==> config.mk <==
export PLATFORM = sky130hd
export DESIGN_NAME = dscr_fetch_unit
export DESIGN_NICKNAME = d
export VERILOG_FILES = /design/src/rtl/dscr_pkg.sv /design/src/rtl/dscr_layout.sv /design/src/rtl/dscr_word_store.sv /design/src/rtl/dscr_seq.sv /design/src/rtl/dscr_fetch_unit.sv
export SDC_FILE = /design/constraint.sdc
export NUM_CORES = 1
export LEC_CHECK = 0
export BUFFER_PORTS_ARGS = -buffer_cell sky130_fd_sc_hd__buf_2
export CAP_MARGIN = 20
export CORE_AREA = 2 2 234 236
export CTS_CLUSTER_SIZE = 28
export DETAILED_ROUTE_END_ITERATION = 12
export DIE_AREA = 0 0 236 238
export HOLD_SLACK_MARGIN = 0.12
export PLACE_DENSITY = 0.52
export SLEW_MARGIN = 15
export SYNTH_ARGS = -nofsm -noshare
export SYNTH_HDL_FRONTEND = slang
export SYNTH_SLANG_ARGS = --single-unit
==> constraint.sdc <==
create_clock -name clk -period 6 [get_ports clk]
set_clock_uncertainty 0.15 [all_clocks]
set_input_delay 1.2 -clock clk [delete_from_list [all_inputs] [get_ports clk]]
set_output_delay 1.2 -clock clk [all_outputs]
set_load 0.01 [all_outputs]
==> src/rtl/dscr_pkg.sv <==
package dscr_pkg;

  localparam int KIND_W    = 3;
  localparam int WORDS_MAX = 8;
  localparam int IDX_W     = $clog2(WORDS_MAX);

  // fixed word positions shared by every kind that has the field
  localparam int W_CTL  = 0;
  localparam int W_SRC  = 1;
  localparam int W_DST  = 2;
  localparam int W_XINC = 4;
  localparam int W_YCNT = 5;
  localparam int W_YINC = 6;

  typedef enum logic [KIND_W-1:0] {
    K_SINGLE  = 3'd0,
    K_SCATTER = 3'd1,
    K_MEMCPY  = 3'd2,
    K_LINE    = 3'd3,
    K_PLANE   = 3'd4
  } dscr_kind_e;

  typedef struct packed {
    logic             ok;
    logic [IDX_W-1:0] last;
    logic             has_dst;
    logic             has_x;
    logic [IDX_W-1:0] x_at;
    logic             has_xinc;
    logic             has_y;
    logic [IDX_W-1:0] nxt_at;
  } layout_t;

  typedef enum logic [1:0] {
    S_IDLE,
    S_FETCH,
    S_SHOW,
    S_RUN
  } seq_st_e;

endpackage

==> src/rtl/dscr_layout.sv <==
module dscr_layout
  import dscr_pkg::*;
(
  input  logic [KIND_W-1:0] kind,
  output layout_t           lay
);

  always_comb begin
    lay = '0;
    case (kind)
      K_SINGLE: begin
        lay.ok      = 1'b1;
        lay.last    = IDX_W'(3);
        lay.has_dst = 1'b1;
        lay.nxt_at  = IDX_W'(3);
      end
      K_SCATTER: begin
        lay.ok      = 1'b1;
        lay.last    = IDX_W'(3);
        lay.has_x   = 1'b1;
        lay.x_at    = IDX_W'(2);
        lay.nxt_at  = IDX_W'(3);
      end
      K_MEMCPY: begin
        lay.ok      = 1'b1;
        lay.last    = IDX_W'(4);
        lay.has_dst = 1'b1;
        lay.has_x   = 1'b1;
        lay.x_at    = IDX_W'(3);
        lay.nxt_at  = IDX_W'(4);
      end
      K_LINE: begin
        lay.ok       = 1'b1;
        lay.last     = IDX_W'(5);
        lay.has_dst  = 1'b1;
        lay.has_x    = 1'b1;
        lay.x_at     = IDX_W'(3);
        lay.has_xinc = 1'b1;
        lay.nxt_at   = IDX_W'(5);
      end
      K_PLANE: begin
        lay.ok       = 1'b1;
        lay.last     = IDX_W'(7);
        lay.has_dst  = 1'b1;
        lay.has_x    = 1'b1;
        lay.x_at     = IDX_W'(3);
        lay.has_xinc = 1'b1;
        lay.has_y    = 1'b1;
        lay.nxt_at   = IDX_W'(7);
      end
      default: lay = '0;
    endcase
  end

endmodule

==> src/rtl/dscr_word_store.sv <==
module dscr_word_store
  import dscr_pkg::*;
#(
  parameter int DATA_W = 32,
  parameter int CNT_W  = 16
) (
  input  logic              clk,
  input  logic              rst_n,
  input  logic              wr_en,
  input  logic [IDX_W-1:0]  wr_idx,
  input  logic [DATA_W-1:0] wr_data,
  input  layout_t           lay,
  output logic [KIND_W-1:0] kind,
  output logic [DATA_W-1:0] ctl,
  output logic [DATA_W-1:0] src,
  output logic [DATA_W-1:0] dst,
  output logic [CNT_W:0]    xcnt,
  output logic [DATA_W-1:0] xinc,
  output logic [CNT_W:0]    ycnt,
  output logic [DATA_W-1:0] yinc,
  output logic [DATA_W-1:0] nxt
);

  logic [DATA_W-1:0] words [WORDS_MAX];

  for (genvar g = 0; g < WORDS_MAX; g++) begin : g_word
    logic [DATA_W-1:0] q;
    always_ff @(posedge clk or negedge rst_n) begin
      if (!rst_n)                                 q <= '0;
      else if (wr_en && wr_idx == IDX_W'(g))      q <= wr_data;
    end
    assign words[g] = q;
  end

  logic unused_lay;
  assign unused_lay = ^lay.last;

  assign kind = words[W_CTL][KIND_W-1:0];
  assign ctl  = words[W_CTL];
  assign src  = words[W_SRC];
  assign dst  = lay.has_dst  ? words[W_DST]  : '0;
  assign xinc = lay.has_xinc ? words[W_XINC] : '0;
  assign yinc = lay.has_y    ? words[W_YINC] : '0;
  assign xcnt = lay.has_x ? ({1'b0, words[lay.x_at][CNT_W-1:0]} + (CNT_W+1)'(1)) : '0;
  assign ycnt = lay.has_y ? ({1'b0, words[W_YCNT][CNT_W-1:0]} + (CNT_W+1)'(1)) : '0;
  assign nxt  = lay.ok ? words[lay.nxt_at] : '0;

endmodule

==> src/rtl/dscr_seq.sv <==
module dscr_seq
  import dscr_pkg::*;
#(
  parameter int ADDR_W = 32,
  parameter int PRIO_W = 2
) (
  input  logic              clk,
  input  logic              rst_n,
  input  logic              ch_enable,
  input  logic [PRIO_W-1:0] ch_prio,
  input  logic              ch_ptr_wr,
  input  logic [ADDR_W-1:0] ch_ptr_wdata,
  input  logic              ch_clear,
  output logic              mem_req,
  output logic [ADDR_W-1:0] mem_addr,
  input  logic              mem_gnt,
  input  layout_t           lay_live,
  input  logic [ADDR_W-1:0] next_ptr,
  output logic              wr_en,
  output logic [IDX_W-1:0]  widx,
  output logic              dscr_valid,
  input  logic              dscr_ready,
  input  logic              eng_done,
  output logic              busy,
  output logic              chain_done,
  output logic              dscr_err,
  output logic [ADDR_W-1:0] cur_ptr,
  output logic [PRIO_W-1:0] prio_q
);

  seq_st_e           st_q;
  logic [IDX_W-1:0]  idx_q;
  logic [ADDR_W-1:0] ptr_q;
  logic              busy_q, err_q, done_q;

  logic unused_lay;
  assign unused_lay = ^lay_live;

  always_ff @(posedge clk or negedge rst_n) begin
    if (!rst_n) begin
      st_q   <= S_IDLE;
      idx_q  <= '0;
      ptr_q  <= '0;
      busy_q <= 1'b0;
      err_q  <= 1'b0;
      done_q <= 1'b0;
      prio_q <= '0;
    end else begin
      done_q <= 1'b0;
      if (ch_clear) begin
        st_q   <= S_IDLE;
        idx_q  <= '0;
        ptr_q  <= '0;
        busy_q <= 1'b0;
        err_q  <= 1'b0;
      end else begin
        case (st_q)
          S_IDLE: begin
            if (!busy_q) begin
              if (ch_ptr_wr && ch_ptr_wdata != '0) begin
                ptr_q  <= ch_ptr_wdata;
                busy_q <= 1'b1;
              end
            end else if (ch_enable) begin
              st_q  <= S_FETCH;
              idx_q <= '0;
            end
          end
          S_FETCH: begin
            if (mem_gnt) begin
              if (idx_q == '0) prio_q <= ch_prio;
              if (!lay_live.ok) begin
                err_q  <= 1'b1;
                busy_q <= 1'b0;
                st_q   <= S_IDLE;
              end else if (idx_q == lay_live.last) begin
                st_q <= S_SHOW;
              end else begin
                idx_q <= idx_q + IDX_W'(1);
              end
            end
          end
          S_SHOW: if (dscr_ready) st_q <= S_RUN;
          S_RUN: begin
            if (eng_done) begin
              st_q <= S_IDLE;
              if (next_ptr != '0) begin
                ptr_q <= next_ptr;
              end else begin
                busy_q <= 1'b0;
                done_q <= 1'b1;
              end
            end
          end
          default: st_q <= S_IDLE;
        endcase
      end
    end
  end

  assign mem_req    = (st_q == S_FETCH);
  assign mem_addr   = ptr_q + ADDR_W'({idx_q, 2'b00});
  assign wr_en      = mem_req && mem_gnt;
  assign widx       = idx_q;
  assign dscr_valid = (st_q == S_SHOW);
  assign busy       = busy_q;
  assign chain_done = done_q;
  assign dscr_err   = err_q;
  assign cur_ptr    = ptr_q;

  assert_req_busy_R2: assert property (@(posedge clk) disable iff (!rst_n)
    mem_req |-> busy);

  assert_hold_req_R4: assert property (@(posedge clk) disable iff (!rst_n)
    mem_req && !mem_gnt && !ch_clear |=> mem_req && $stable(mem_addr));

  assert_valid_hold_R7: assert property (@(posedge clk) disable iff (!rst_n)
    dscr_valid && !dscr_ready && !ch_clear |=> dscr_valid && !mem_req);

  assert_done_idle_R9: assert property (@(posedge clk) disable iff (!rst_n)
    chain_done |-> !busy);

  assert_done_pulse_R9: assert property (@(posedge clk) disable iff (!rst_n)
    chain_done |=> !chain_done);

  assert_err_sticky_R10: assert property (@(posedge clk) disable iff (!rst_n)
    dscr_err && !ch_clear |=> dscr_err);

  assert_clear_idle_R11: assert property (@(posedge clk) disable iff (!rst_n)
    ch_clear |=> !busy && !dscr_err && !mem_req && !dscr_valid && cur_ptr == '0);

endmodule

==> src/rtl/dscr_fetch_unit.sv <==
module dscr_fetch_unit
  import dscr_pkg::*;
#(
  parameter int ADDR_W = 32,
  parameter int DATA_W = 32,
  parameter int CNT_W  = 16,
  parameter int PRIO_W = 2
) (
  input  logic              clk,
  input  logic              rst_n,
  input  logic              ch_enable,
  input  logic [PRIO_W-1:0] ch_prio,
  input  logic              ch_ptr_wr,
  input  logic [ADDR_W-1:0] ch_ptr_wdata,
  input  logic              ch_clear,
  output logic              mem_req,
  output logic [ADDR_W-1:0] mem_addr,
  input  logic              mem_gnt,
  input  logic [DATA_W-1:0] mem_rdata,
  output logic              dscr_valid,
  input  logic              dscr_ready,
  output logic [DATA_W-1:0] dscr_ctl,
  output logic [DATA_W-1:0] dscr_src,
  output logic [DATA_W-1:0] dscr_dst,
  output logic [CNT_W:0]    dscr_xcnt,
  output logic [DATA_W-1:0] dscr_xinc,
  output logic [CNT_W:0]    dscr_ycnt,
  output logic [DATA_W-1:0] dscr_yinc,
  output logic [DATA_W-1:0] dscr_next,
  output logic [PRIO_W-1:0] dscr_prio,
  input  logic              eng_done,
  output logic              busy,
  output logic              chain_done,
  output logic              dscr_err,
  output logic [ADDR_W-1:0] cur_ptr
);

  logic              wr_en;
  logic [IDX_W-1:0]  widx;
  logic [KIND_W-1:0] kind_stored, kind_live;
  layout_t           lay_live, lay_stored;

  // during word 0 the kind comes straight from the bus, afterwards from storage
  assign kind_live = (widx == '0) ? mem_rdata[KIND_W-1:0] : kind_stored;

  dscr_layout u_lay_live   (.kind(kind_live),   .lay(lay_live));
  dscr_layout u_lay_stored (.kind(kind_stored), .lay(lay_stored));

  dscr_word_store #(.DATA_W(DATA_W), .CNT_W(CNT_W)) u_store (
    .clk     (clk),
    .rst_n   (rst_n),
    .wr_en   (wr_en),
    .wr_idx  (widx),
    .wr_data (mem_rdata),
    .lay     (lay_stored),
    .kind    (kind_stored),
    .ctl     (dscr_ctl),
    .src     (dscr_src),
    .dst     (dscr_dst),
    .xcnt    (dscr_xcnt),
    .xinc    (dscr_xinc),
    .ycnt    (dscr_ycnt),
    .yinc    (dscr_yinc),
    .nxt     (dscr_next)
  );

  dscr_seq #(.ADDR_W(ADDR_W), .PRIO_W(PRIO_W)) u_seq (
    .clk          (clk),
    .rst_n        (rst_n),
    .ch_enable    (ch_enable),
    .ch_prio      (ch_prio),
    .ch_ptr_wr    (ch_ptr_wr),
    .ch_ptr_wdata (ch_ptr_wdata),
    .ch_clear     (ch_clear),
    .mem_req      (mem_req),
    .mem_addr     (mem_addr),
    .mem_gnt      (mem_gnt),
    .lay_live     (lay_live),
    .next_ptr     (ADDR_W'(dscr_next)),
    .wr_en        (wr_en),
    .widx         (widx),
    .dscr_valid   (dscr_valid),
    .dscr_ready   (dscr_ready),
    .eng_done     (eng_done),
    .busy         (busy),
    .chain_done   (chain_done),
    .dscr_err     (dscr_err),
    .cur_ptr      (cur_ptr),
    .prio_q       (dscr_prio)
  );

  assert_fields_stable_R7: assert property (@(posedge clk) disable iff (!rst_n)
    dscr_valid && !dscr_ready && !ch_clear |=>
      $stable(dscr_next) && $stable(dscr_src) && $stable(dscr_xcnt) && $stable(dscr_prio));

endmodule

==> out/qor.csv <==
stage,metric,value,unit
status,status,"finished, final reports clean",
synthesis,most common cell in the synthesized netlist,dfrtp_1,
timing,Final Hold Fails,0,
grt,first-pass GRT wire length,91.3,mm
power_and_ir_drop,Lkg Pwr,10.0,nW
timing,RSZ-0062 raised after global routing,no,
routing,1st-iter DRT viols,1007,
critical_path,CP max FO,45,
min_path,Hold Crit Class,register to register,
layout,final net count,1887,
routing,router iterations before antenna repair,5,
floorplanning,# rows,85,
synthesis,Post-Syn Instances,1468,
synthesis,Yosys top cell by area,dfrtp_1,
floorplanning,full die area,0.0562,mm^2
placed_design,gp weighted congestion,0.890,
power_and_ir_drop,pwr dens,410,mW/mm^2
grt,GRT Total Usage,0.219,
power_and_ir_drop,Switching Share,0.401,
timing,fin crit period,5.52,ns
critical_path,nature of the critical path startpoint,register,
clock_tree,Clock transition at path regs,0.07,ns
clock_tree,post-CTS setup repair buffer count,0,
floorplanning,DIE WIDTH,236,um
timing,Slew Limit Fails,0,
critical_path,Reg2Reg Depth,10,
layout,Post-Layout Cell Count,2524,
clock_tree,Max clock buf depth,3,
critical_path,Worst path slowest cell,nor2_1,
clock_tree,PostCTS Resize Cnt,0,
critical_path,R2R Path End,u_seq.cur_ptr[31],
critical_path,CP top delay family,simple AND/OR/NAND/NOR gates,
clock_tree,cts bufs inserted,36,
placed_design,placed cell count,2458,
min_path,Hold Path Depth,1,
clock_tree,htree depth,2,
floorplanning,core box area,0.0535,mm^2
layout,area grow syn2layout,23.7,%
critical_path,R2R Setup Slk,1.41,ns
grt,pin count of the biggest net entering global routing,126,
synthesis,number of synthesized flops with an enable pin,0,
synthesis,top post-synthesis cells by count,"dfrtp_1 (298), mux2_2 (256), and2_1 (100), nor2_1 (93), nand2_1 (63)",
synthesis,Seq cells post-synth,298,
critical_path,"Arr. time, crit path",4.17,ns
layout,Filler Cell Count,5428,
timing,crit share post-route,0.920,
critical_path,Worst Setup End Kind,output pin,
clock_tree,Post-CTS Hold Fix Bufs,0,
timing,fmax,0.181,GHz
power_and_ir_drop,Internal Power,4.84,mW
power_and_ir_drop,power share of the sequential group,0.343,
clock_tree,clock root buffer,clkbuf_16,
floorplanning,I/O pins,371,
critical_path,critical path class,register to output pin,
routing,vias post-DR,13300,
synthesis,"top cells by area, synth","dfrtp_1 (47%), mux2_2 (18%), and2_1 (3.9%), mux2i_1 (2.7%), nor2_1 (2.2%)",
timing,setup_tns,0,ns
clock_tree,CTS tree,built,
synthesis,synthesized area,0.0159,mm^2
min_path,min-delay src,u_store.g_word[6].q[17],
critical_path,Crit Reg-Reg Startpoint,u_store.ctl[2],
layout,share of cells above drive strength 1,0.415,
power_and_ir_drop,Clk pwr share,0.282,
critical_path,critical-path cell list,nor2_1 -> a22oi_1 -> o21ai_0 -> o221a_2 -> nand4_1 -> or2_1 -> nor2_1 -> mux2i_1 -> buf_2,
routing,drt wl/cell,24.9,um
min_path,hold path endpoint,u_store.g_word[6].q[17],
synthesis,share of Yosys cell area claimed by the top area cell type,0.468,
synthesis,Synth Flop Type,dfrtp_1,
placed_design,HPWL after DPL,46.1,mm
routing,Routed Antenna Nets,0,
synthesis,sequential element share of the synthesized area,0.468,
critical_path,buffer and inverter count on the worst path,1,
power_and_ir_drop,combinational power share,0.375,
routing,Via density,5.27,
synthesis,mean post-synth cell area,10.8,um^2
synthesis,synth warn,0,
floorplanning,Die Ht,238,um
placed_design,# port buffers,370,
run,Max-Cap Viols,0,
grt,vias in the first global route,13100,
routing,DRC viols,0,
floorplanning,Initial Util,0.298,
timing,setup violators final,0,
timing,worst slew pin tran,1.14,ns
grt,initial antenna violation count,2,
power_and_ir_drop,Worst VDD drop,0.229,mV
power_and_ir_drop,sw power,3.24,mW
grt,GRT overflow,0,
critical_path,CP max stage delay,0.87,ns
synthesis,distinct cell type count after synthesis,77,
synthesis,post-synth net total,1554,
clock_tree,clock latency reported for the late side of the worst-skew pair,0.56,ns
routing,total length of routed wires,62.9,mm
clock_tree,TritonCTS sink count,298,
timing,Max-Slew Margin vs Limit,0.235,
critical_path,"most used cell, CP",nor2_1,
critical_path,"Data required, critical path",4.65,ns
layout,utilization after layout,0.368,
synthesis,asr flop ratio synth,1.00,
==> sequential cells by signal (all words and copies together), names as in the netlist <==
signal and flops:
u_seq.busy 1, u_seq.chain_done 1, u_seq.cur_ptr 32, u_seq.dscr_err 1, u_seq.prio_q 2, u_seq.st_q 2
u_seq.widx 3, u_store.ctl 32, u_store.g_word.q 192, u_store.src 32
==> power by group through the flow <==
stage	Clock [mW]	Sequential, mW	Combinational, mW
after global placement	0	2.78	3.01
after CTS	2.34	2.77	3.04
after detailed placement	0	2.80	3.03
final	2.28	2.77	3.03
after floorplan	0	2.71	1.79
after global routing	2.43	2.82	3.27
==> how the worst max path moves through the flow <==
stage	from	cells past startpoint	end
floorplan	u_store.ctl[2]	13	dscr_xcnt[16]
global placement	u_store.ctl[1]	9	dscr_xcnt[14]
detailed placement	u_store.ctl[1]	9	dscr_xcnt[14]
CTS	u_store.ctl[1]	9	dscr_xcnt[14]
global route	u_store.ctl[1]	9	dscr_xcnt[14]
finish	u_store.ctl[1]	9	dscr_xcnt[14]
==> per-stage QoR <==
stage	setup WS, ns	instance area [um^2]	hold WS [ns]	power, mW
4_1_cts	0.508	19700	0.348	8.14
6_report	0.482	19700	0.345	8.08
5_1_grt	0.218	19700	0.353	8.52
3_5_place_dp	1.11	18500	0.335	5.83
3_3_place_gp	1.21	18500	0.328	5.79
2_1_floorplan	1.73	15900	0.320	4.50
==> layout make-up <==
cell class,instances,area [um^2],area share
multi-input combinational,1042,7940,0.403
tap,696,871,0.0442
timing repair buffer,403,2130,0.108
clock inverter,10,111,0.00565
antenna,1,2.50,0.000127
inverter,20,75.1,0.00381
sequential,298,7460,0.379
clock buffer,54,1100,0.0558
==> layer usage <==
layer / up-vias / share of wire / routed length, um / track usage
li1: 5901 / - / - / -
met1: 6718 / 0.43 / 27100 / 0.288
met2: 577 / 0.46 / 29100 / 0.356
met3: 93 / 0.076 / 4770 / 0.0512
met4: 0 / 0.029 / 1850 / 0.0722
met5: - / 0 / 0 / 0
==> placed cells by master, fill, tap and decap left out, types with 31 or more instances in the layout <==
cell,netlist,layout
dfrtp_1,298,295
o21ai_0,58,57
clkbuf_16,0,37
nand2_1,63,61
buf_2,16,369
and2_1,100,100
nor2_1,93,93
nand2b_1,39,39
nor3_1,33,33
a21oi_1,44,44
mux2i_1,43,42
mux2_2,256,256
buf_4,8,31
==> cell families (layout without fill, tap and decap cells) <==
family	count (synthesis)	in the layout	synth area share
muxes	301	301	0.210
and+or+nand+nor	444	444	0.150
buffers and inverters	128	487	0.0357
AOI/OAI and AO/OA	234	234	0.0976
xor gates and xnor gates	51	51	0.0281
DFF	298	298	0.468
other	0	1	0
adders and majority gates	12	12	0.00990
No activity file was read; power rests on OpenSTA's default activity.
